## src/rtl/uart_regblock.sv

```systemverilog
module uart_regblock #(
  parameter logic [15:0] DIV_RESET = 16'd12
) (
  input  logic       clk,
  input  logic       rst_n,
  input  logic [2:0] addr,
  input  logic       wr_en,
  input  logic       rd_en,
  input  logic [7:0] wdata,
  output logic [7:0] rdata,
  output logic       irq,
  output logic       tx_stb,
  output logic [7:0] tx_data,
  output logic       rx_push,
  output logic [7:0] rx_push_data,
  output logic       rx_pop,
  output logic       rx_flush,
  input  logic       rx_nonempty,
  input  logic       rx_full,
  input  logic [7:0] rx_data,
  input  logic       rx_ovf,
  output logic       fifo_mode,
  output logic       dma_mode,
  output logic [1:0] rx_trig,
  input  logic [7:0] msr_in,
  output logic       msr_rd,
  output logic [4:0] mcr_out
);

  localparam logic [3:0] WHY_LINE = 4'h6;
  localparam logic [3:0] WHY_RX   = 4'hC;
  localparam logic [3:0] WHY_TX   = 4'h2;
  localparam logic [3:0] WHY_MDM  = 4'h0;
  localparam logic [3:0] WHY_NONE = 4'h1;

  logic [7:0] div_lo_q, div_hi_q, lcr_q, fcr_q, scr_q;
  logic [3:0] ier_q;
  logic [4:0] mcr_q;
  logic       ovr_q, txe_pend_q;
  logic [3:0] why;

  wire latch_sel = lcr_q[7];
  wire loop_on   = mcr_q[4];

  wire w_data = wr_en && addr == 3'd0 && !latch_sel;
  wire w_dlo  = wr_en && addr == 3'd0 &&  latch_sel;
  wire w_ier  = wr_en && addr == 3'd1 && !latch_sel;
  wire w_dhi  = wr_en && addr == 3'd1 &&  latch_sel;
  wire w_fcr  = wr_en && addr == 3'd2;
  wire w_lcr  = wr_en && addr == 3'd3;
  wire w_mcr  = wr_en && addr == 3'd4;
  wire w_scr  = wr_en && addr == 3'd7;
  wire r_data = rd_en && addr == 3'd0 && !latch_sel;
  wire r_iir  = rd_en && addr == 3'd2;
  wire r_lsr  = rd_en && addr == 3'd5;

  always_comb begin
    if (ovr_q && ier_q[2])                why = WHY_LINE;
    else if (rx_nonempty && ier_q[0])     why = WHY_RX;
    else if (txe_pend_q && ier_q[1])      why = WHY_TX;
    else if ((|msr_in[3:0]) && ier_q[3])  why = WHY_MDM;
    else                                  why = WHY_NONE;
  end

  assign irq = why != WHY_NONE;

  assign tx_stb       = w_data && !loop_on;
  assign tx_data      = wdata;
  assign rx_push      = w_data && loop_on && !rx_full;
  assign rx_push_data = wdata;
  assign rx_pop       = r_data && rx_nonempty;
  assign rx_flush     = w_fcr && ((wdata[0] != fcr_q[0]) || (wdata[0] && wdata[1]));
  assign msr_rd       = rd_en && addr == 3'd6;
  assign fifo_mode    = fcr_q[0];
  assign dma_mode     = fcr_q[3];
  assign rx_trig      = fcr_q[7:6];
  assign mcr_out      = mcr_q;

  always_comb begin
    case (addr)
      3'd0:    rdata = latch_sel ? div_lo_q : (rx_nonempty ? rx_data : 8'hFF);
      3'd1:    rdata = latch_sel ? div_hi_q : {4'h0, ier_q};
      3'd2:    rdata = {fcr_q[0] ? 2'b11 : 2'b00, 2'b00, why};
      3'd3:    rdata = lcr_q;
      3'd4:    rdata = {3'b000, mcr_q};
      3'd5:    rdata = {1'b0, 2'b11, 3'b000, ovr_q, rx_nonempty};
      3'd6:    rdata = msr_in;
      default: rdata = scr_q;
    endcase
  end

  always_ff @(posedge clk or negedge rst_n) begin
    if (!rst_n) begin
      div_lo_q   <= DIV_RESET[7:0];
      div_hi_q   <= DIV_RESET[15:8];
      ier_q      <= '0;
      lcr_q      <= '0;
      mcr_q      <= '0;
      fcr_q      <= '0;
      scr_q      <= '0;
      ovr_q      <= 1'b0;
      txe_pend_q <= 1'b0;
    end else begin
      if (w_dlo) div_lo_q <= wdata;
      if (w_dhi) div_hi_q <= wdata;
      if (w_ier) ier_q    <= wdata[3:0];
      if (w_lcr) lcr_q    <= wdata;
      if (w_mcr) mcr_q    <= wdata[4:0];
      if (w_scr) scr_q    <= wdata;
      if (w_fcr) fcr_q    <= wdata[0] ? (wdata & 8'hC9) : 8'h00;
      if (rx_ovf || (w_data && loop_on && rx_full)) ovr_q <= 1'b1;
      else if (r_lsr)                               ovr_q <= 1'b0;
      if (w_data)                        txe_pend_q <= 1'b1;
      else if (r_iir && why == WHY_TX)   txe_pend_q <= 1'b0;
    end
  end

  AST_IER_HIGH_ZERO: assert property (@(posedge clk) disable iff (!rst_n)
    (rd_en && addr == 3'd1 && !lcr_q[7]) |-> rdata[7:4] == 4'h0);
  AST_TXE_ARMED: assert property (@(posedge clk) disable iff (!rst_n)
    (wr_en && addr == 3'd0 && !lcr_q[7]) |=> txe_pend_q);
  AST_FLUSH_ON_MODE: assert property (@(posedge clk) disable iff (!rst_n)
    !$stable(fcr_q[0]) |-> $past(rx_flush));
  AST_LSR_READY_BITS: assert property (@(posedge clk) disable iff (!rst_n)
    (rd_en && addr == 3'd5) |-> rdata[6:5] == 2'b11);
  AST_QUIET_NO_IRQ: assert property (@(posedge clk) disable iff (!rst_n)
    (ier_q == 4'h0) |-> !irq);
  AST_OVR_KEPT: assert property (@(posedge clk) disable iff (!rst_n)
    rx_ovf |=> ovr_q);

endmodule

```

## config.mk

```make
export PLATFORM = sky130hd
export DESIGN_NAME = uart_regblock
export DESIGN_NICKNAME = d
export VERILOG_FILES = /design/src/rtl/uart_regblock.sv
export SDC_FILE = /design/constraint.sdc
export NUM_CORES = 1
export LEC_CHECK = 0
export CORE_ASPECT_RATIO = 1.1
export CORE_MARGIN = 4
export CORE_UTILIZATION = 44
export CTS_CLUSTER_SIZE = 30
export DETAILED_ROUTE_END_ITERATION = 10
export PLACE_DENSITY = 0.77
export SYNTH_ARGS = -nofsm -noshare
export SYNTH_HDL_FRONTEND = slang
export SYNTH_SLANG_ARGS = --single-unit
```

## constraint.sdc

```tcl
create_clock -name clk -period 1.38 [get_ports clk]
set_input_delay 0.276 -clock clk [delete_from_list [all_inputs] [get_ports clk]]
set_output_delay 0.276 -clock clk [all_outputs]
set_load 0.03 [all_outputs]
```

==> qor.csv, run 1 <==
metric;value;unit
status;finished, violations left;
failed_checks;setup timing;
synthMuxAreaShare;0.199;
drive_gt1_frac;0.599;
ys.flop_type;dfrtp_1;
diodes;0;
cp_max_fo;4;
initial_core_util;0.461;
root_buffer;clkbuf_8;
die_h;90.0;um
rsz0062_at_grt;true;
dp_hpwl;5.82;mm
leakage;1.98;nW
synth_top_family_by_area;multiplexers;
multi_input_area;1640;um2
hold_path.class;in2reg;
synth-compound-area-share;0.122;
yosys.area.top_type;dfrtp_1;
async_flop_share;1.00;
synth_area;2690;um2
synth_xor_area_frac;0;
synth-simple-area-share;0.152;
vias;2593;
drt-initial-drc-count;174;
path_class;reg2out;
synth_most_common_cell;dfrtp_1;
startpoint_type;register;
synthCells;251;
synthTopCellsByCount;45 x dfrtp_1, 44 x mux2_2, 28 x nand2_1;
synthTopCellsByArea;dfrtp_1 42%, mux2_2 18%, buf_4 5.6%;
fin_setup_tns;-8.81;ns
slew_violations;0;
ant_nets;0;
grt_use_total;0.237;
clk_pin_slew_worst_paths;0.08;ns
fp.dieArea;7440;um2
timing.final.setup_violations;31;
cts_tree;yes;
num_rows;29;
fin_nets;412;
powerDensity;1150;nW/um2
area_delta_synth_final;67.6;%
grt_pass1_vias;2684;
via_per_inst;5.69;
ios;73;
yosysTopAreaCellShare;0.418;
grt_pass1_wl;13.5;mm
clockBufferDepth;2;
synth_cell_type_count;43;
synth-edff-count;0;
clock_sinks;47;
fmax;487;MHz
hold_viol;0;
synth_fa_ha_area_frac;0;
fillers;390;
core_area;5840;um2
synth_fp_nets;285;
period_share;1.49;
gr-total-overflow;0;
regArea;1180;um2
die_w;82.6;um
wl_per_cell;19.7;um
firstDrtPassIters;4;
fin_ws;-0.672;ns
crit_arrival;1.78;ns
peakVddDrop;0.843;mV
clock_latency;0.30;ns
relSlewSlack;0.773;
crit_path_end_kind;primary output;
finalCriticalPeriod;2.05;ns
synth-seq-cells;47;
yosysSeqAreaShare;0.438;
gp_congestion;0.921;
worstMarginPinSlew;0.338;ns
drc;0;
yosys_warnings;0;
max_cap_viol_count;0;
avgSynthCellArea;10.7;um2
holdWs;0.450;ns
fin_skew;0.0160;ns
cts_made_buffers;5;
port_buffers;72;
antenna_found_initial;0;
wirelength;9.00;mm
grt_max_degree;48;
cts_htree_levels;2;
cp_data_required_time;1.10;ns
## critical path: stages (launching register included)
cell and delay (ns):
dfrtp_2 0.47, buf_4 0.16, buf_6 0.12, nor4_4 0.25, buf_4 0.18, and3_4 0.18, buf_6 0.12
## flip-flops by register name, summed over array words and instances, names as in the netlist, 4 cells and up
name      cells
div_hi_q      8
div_lo_q      8
lcr_q         8
scr_q         8
mcr_out       5
fcr_q         4
ier_q         4
## where the power goes
part	internal [mW]	total, mW	leakage [nW]	switching, mW
logic	1.24	2.32	1.37	1.07
registers	1.76	2.04	0.564	0.287
clock network	0.361	0.821	0.0395	0.459
## kinds of logic after synthesis
group | Yosys count
simple gates | 73
flops | 47
buf+inv | 35
mux | 48
compound gates | 48
## cell type report
cell class	instances	share of cell area
inverter	3	0.00527
sequential	47	0.262
clock buffer	8	0.0177
multi-input combinational	169	0.363
timing repair buffer	152	0.331
tap	77	0.0213
## metrics by stage
stage                     power (mW)  setup WS (ns)  instance area (um2)   util  cells
after detailed placement        3.94         -0.777                 3930  0.673    431
final                           5.18         -0.672                 4510  0.773    456
after CTS                       4.89         -0.659                 4320  0.740    449
after global placement          3.87         -0.725                 3930  0.673    431
after floorplan                 3.15         -0.289                 2940      -    251
after global routing            5.43         -0.742                 4510  0.773    456
## cell usage in the layout, fill, tap and decap left out, types with 5 or more instances in the layout
cell and count:
mux2_4 11, clkdlybuf4s50_1 22, nand2_1 24, dlygate4sd2_1 9, buf_12 7, dfrtp_1 42
o221ai_2 6, nand4_1 5, buf_6 28, clkbuf_8 5, buf_4 73, mux2_2 33
o21ai_0 8, nand3_1 6
## path summary, 6_finish.rpt
check	from	end	slack, ns	cells past startpoint
max reg2reg	lcr_q[7]	txe_pend_q	-0.26	8
max in group asynchronous	rst_n	div_lo_q[3]	0.61	3
min	addr[0]	ovr_q	0.45	5
max	lcr_q[7]	rx_pop	-0.67	6
min in group asynchronous	rst_n	div_hi_q[3]	0.48	3
min reg2reg	fcr_q[6]	fcr_q[6]	0.48	2
## timing repair
action                                 CTS  global route
pin swaps                               14            12
endpoints found under the hold margin   45             0
gates resized for setup                 69            41
hold buffers                             1             0
setup endpoints to repair               72            29
setup buffers                            6             8
cloned                                   4             0
## per-layer routing
layer  part of all wire  global-route usage
met1               0.40               0.306
met5                  0                   0
met2               0.52               0.390
met3              0.052              0.0530
met4              0.024              0.0695
(Power assumes the default switching activity.)
==> run 2: changes to the inputs <==
- ABC_AREA: unset -> 1
==> qor.csv, run 2 <==
metric;value;unit;change
status;finished, violations left;;
failed_checks;setup timing;;
crit_arrival;1.57;ns;-0.21 ns
antenna_found_initial;0;;unchanged
cp-endpoint;rdata[0];;
fillers;439;;+13%
yosysTopAreaCellShare;0.419;;+0.00117
via_per_inst;5.27;;-7.3%
drive_gt1_frac;0.392;;-0.207
core_area;5840;um2;unchanged
drt-initial-drc-count;259;;+49%
instances_no_fill;539;;+18%
ant_nets;0;;unchanged
leakage;2.01;nW;+1.7%
grt_max_degree;48;;unchanged
synth_fp_nets;386;;+35%
max_cap_viol_count;0;;unchanged
post-route-util;0.700;;-0.0728
slew_violations;0;;unchanged
hold_viol;0;;unchanged
fin_skew;0.00970;ns;-0.00632 ns
cts_made_buffers;5;;unchanged
port_buffers;72;;unchanged
period_share;1.34;;-0.152
avgSynthCellArea;7.63;um2;-29%
die_w;82.5;um;-0.13%
initial_core_util;0.460;;-0.00129
wl_per_cell;15.9;um;-20%
fin_setup_tns;-4.70;ns;+4.11 ns
clock_latency;0.31;ns;about the same
vias;2842;;+9.6%
grt_pass1_vias;2734;;+1.9%
timing.final.setup_violations;13;;-58%
startpoint_type;register;;
synth-edff-count;0;;unchanged
die_h;89.9;um;-0.13%
dp.cells;519;;+20%
ios;73;;unchanged
gr-total-overflow;0;;unchanged
r2r_cells;6;;-2
synthTopCellsByCount;97 x nand2_1, 45 x dfrtp_1, 37 x inv_1;;
firstDrtPassIters;5;;+1
finalCriticalPeriod;1.84;ns;-0.210 ns
peakVddDrop;0.680;mV;-19%
fmax;543;MHz;+11%
timing.rr.start;lcr_q[7];;
r2r_end;ier_q[0];;
critPathLaunch;lcr_q[7];;
diodes;0;;unchanged
cts_tree;yes;;
grt_use_total;0.241;;+0.00481
num_rows;29;;unchanged
path_class;reg2out;;
powerDensity;1140;nW/um2;-1.1%
layout_commonest_cell;nand2_1;;
area_delta_synth_final;52.2;%;
rsz0062_at_grt;true;;
yosys.area.top_type;dfrtp_1;;
root_buffer;clkbuf_8;;
fin_nets;495;;+20%
ys.flop_type;dfrtp_1;;
cp_data_required_time;1.10;ns;about the same
grt_pass1_wl;13.7;mm;+1.8%
cts_htree_levels;2;;unchanged
synthCells;352;;+40%
gp_congestion;0.853;;-7.4%
relSlewSlack;0.787;;+0.0144
fin_ws;-0.462;ns;+0.210 ns
crit_path_end_kind;primary output;;
synth_area;2690;um2;-0.28%
async_flop_share;1.00;;unchanged
worstMarginPinSlew;0.319;ns;-0.0198 ns
ff2ff_setup_slack;0.07;ns;+0.33 ns
clk_pin_slew_worst_paths;0.09;ns;about the same
drc;0;;unchanged
synth_most_common_cell;nand2_1;;
layout_common_cells;84 x nand2_1, 64 x buf_4, 43 x dfrtp_1, 30 x inv_1, 30 x o21ai_0;;
hold_path.class;in2async;;
synth_cell_type_count;25;;-42%
fp.dieArea;7420;um2;-0.25%
yosysSeqAreaShare;0.439;;+0.00122
yosys_warnings;0;;unchanged
synth-seq-cells;47;;unchanged
wirelength;8.57;mm;-4.9%
clock_sinks;47;;unchanged
cp_max_fo;7;;+3
dp_hpwl;6.24;mm;+7.3%
clockBufferDepth;2;;unchanged
synthTopCellsByArea;dfrtp_1 42%, nand2_1 14%, o21ai_0 6.7%;;
-- run 2: cell types whose count changed in the layout (fill, tap and decap cells not counted), moves of 16 or more --
cell | previous run | this run
nor2_1 | 4 | 20
o21ai_1 | 0 | 20
nand2_1 | 24 | 84
inv_1 | 2 | 30
o21ai_0 | 8 | 30
mux2_2 | 33 | 0
-- run 2: report_power, final --
| group | switching (mW) | total, mW | internal (mW) |
|---|---|---|---|
| combinational | 0.982 | 1.78 | 0.793 |
| sequential | 0.249 | 1.97 | 1.72 |
| clock | 0.482 | 0.893 | 0.411 |
| total | 1.71 | 4.64 | 2.93 |
-- run 2: worst min path at each step --
stage	cells past startpoint	start	slack, ns	end
after detailed placement	2	rst_n	0.28	mcr_out[3]
final	3	rst_n	0.49	mcr_out[2]
after floorplan	0	rst_n	-0.02	div_hi_q[0]
after global routing	2	lcr_q[0]	0.51	lcr_q[0]
after CTS	3	rst_n	0.48	mcr_out[3]
after global placement	2	rst_n	0.28	scr_q[3]
-- run 2: cells by family after synthesis --
group | Yosys count | synth area share
buffers and inverters | 64 | 0.126
and+or+nand+nor | 171 | 0.289
AOI/OAI and AO/OA | 70 | 0.146
DFF | 47 | 0.439
-- run 2: timing repair --
action                                 4_1_cts  5_1_grt
setup endpoints to repair                   52       21
endpoints found under the hold margin       45        0
pin swaps                                   17        7
hold buffers                                 1        0
resized for setup                           75       25
setup buffers                                7        4
-- run 2: layout make-up --
cell class	instances	area, um2	area share
multi-input combinational	241	1370	0.336
sequential	47	1180	0.289
timing repair buffer	126	1170	0.287
clock inverter	1	8.76	0.00214
clock buffer	7	86.3	0.0211
inverter	40	168	0.0410
tap	77	96.3	0.0236
-- run 2: critical path, stage by stage, from the launching register on --
cell	delay, ns
dfrtp_2	0.47
buf_12	0.16
nand2_1	0.05
nand2_1	0.05
nand2_1	0.06
nand2_1	0.08
nor2_1	0.10
nand4_1	0.12
buf_6	0.17
-- run 2: through the flow --
step,cell area [um2],setup WS [ns],total power [mW],hold WS (ns)
3_3_place_gp,3740,-0.665,3.49,0.276
3_5_place_dp,3740,-0.692,3.55,0.277
5_1_grt,4090,-0.520,4.88,0.511
6_report,4090,-0.462,4.64,0.486
4_1_cts,4020,-0.470,4.57,0.483
2_1_floorplan,2790,-0.0699,2.84,-0.0196
-- run 2: metal layers --
layer,GRT usage,vias to the layer above,wire (um)
li1,-,1331,-
met1,0.306,1334,3220
met2,0.403,140,4410
met3,0.0340,37,548
met4,0.0983,0,387
met5,0,-,0
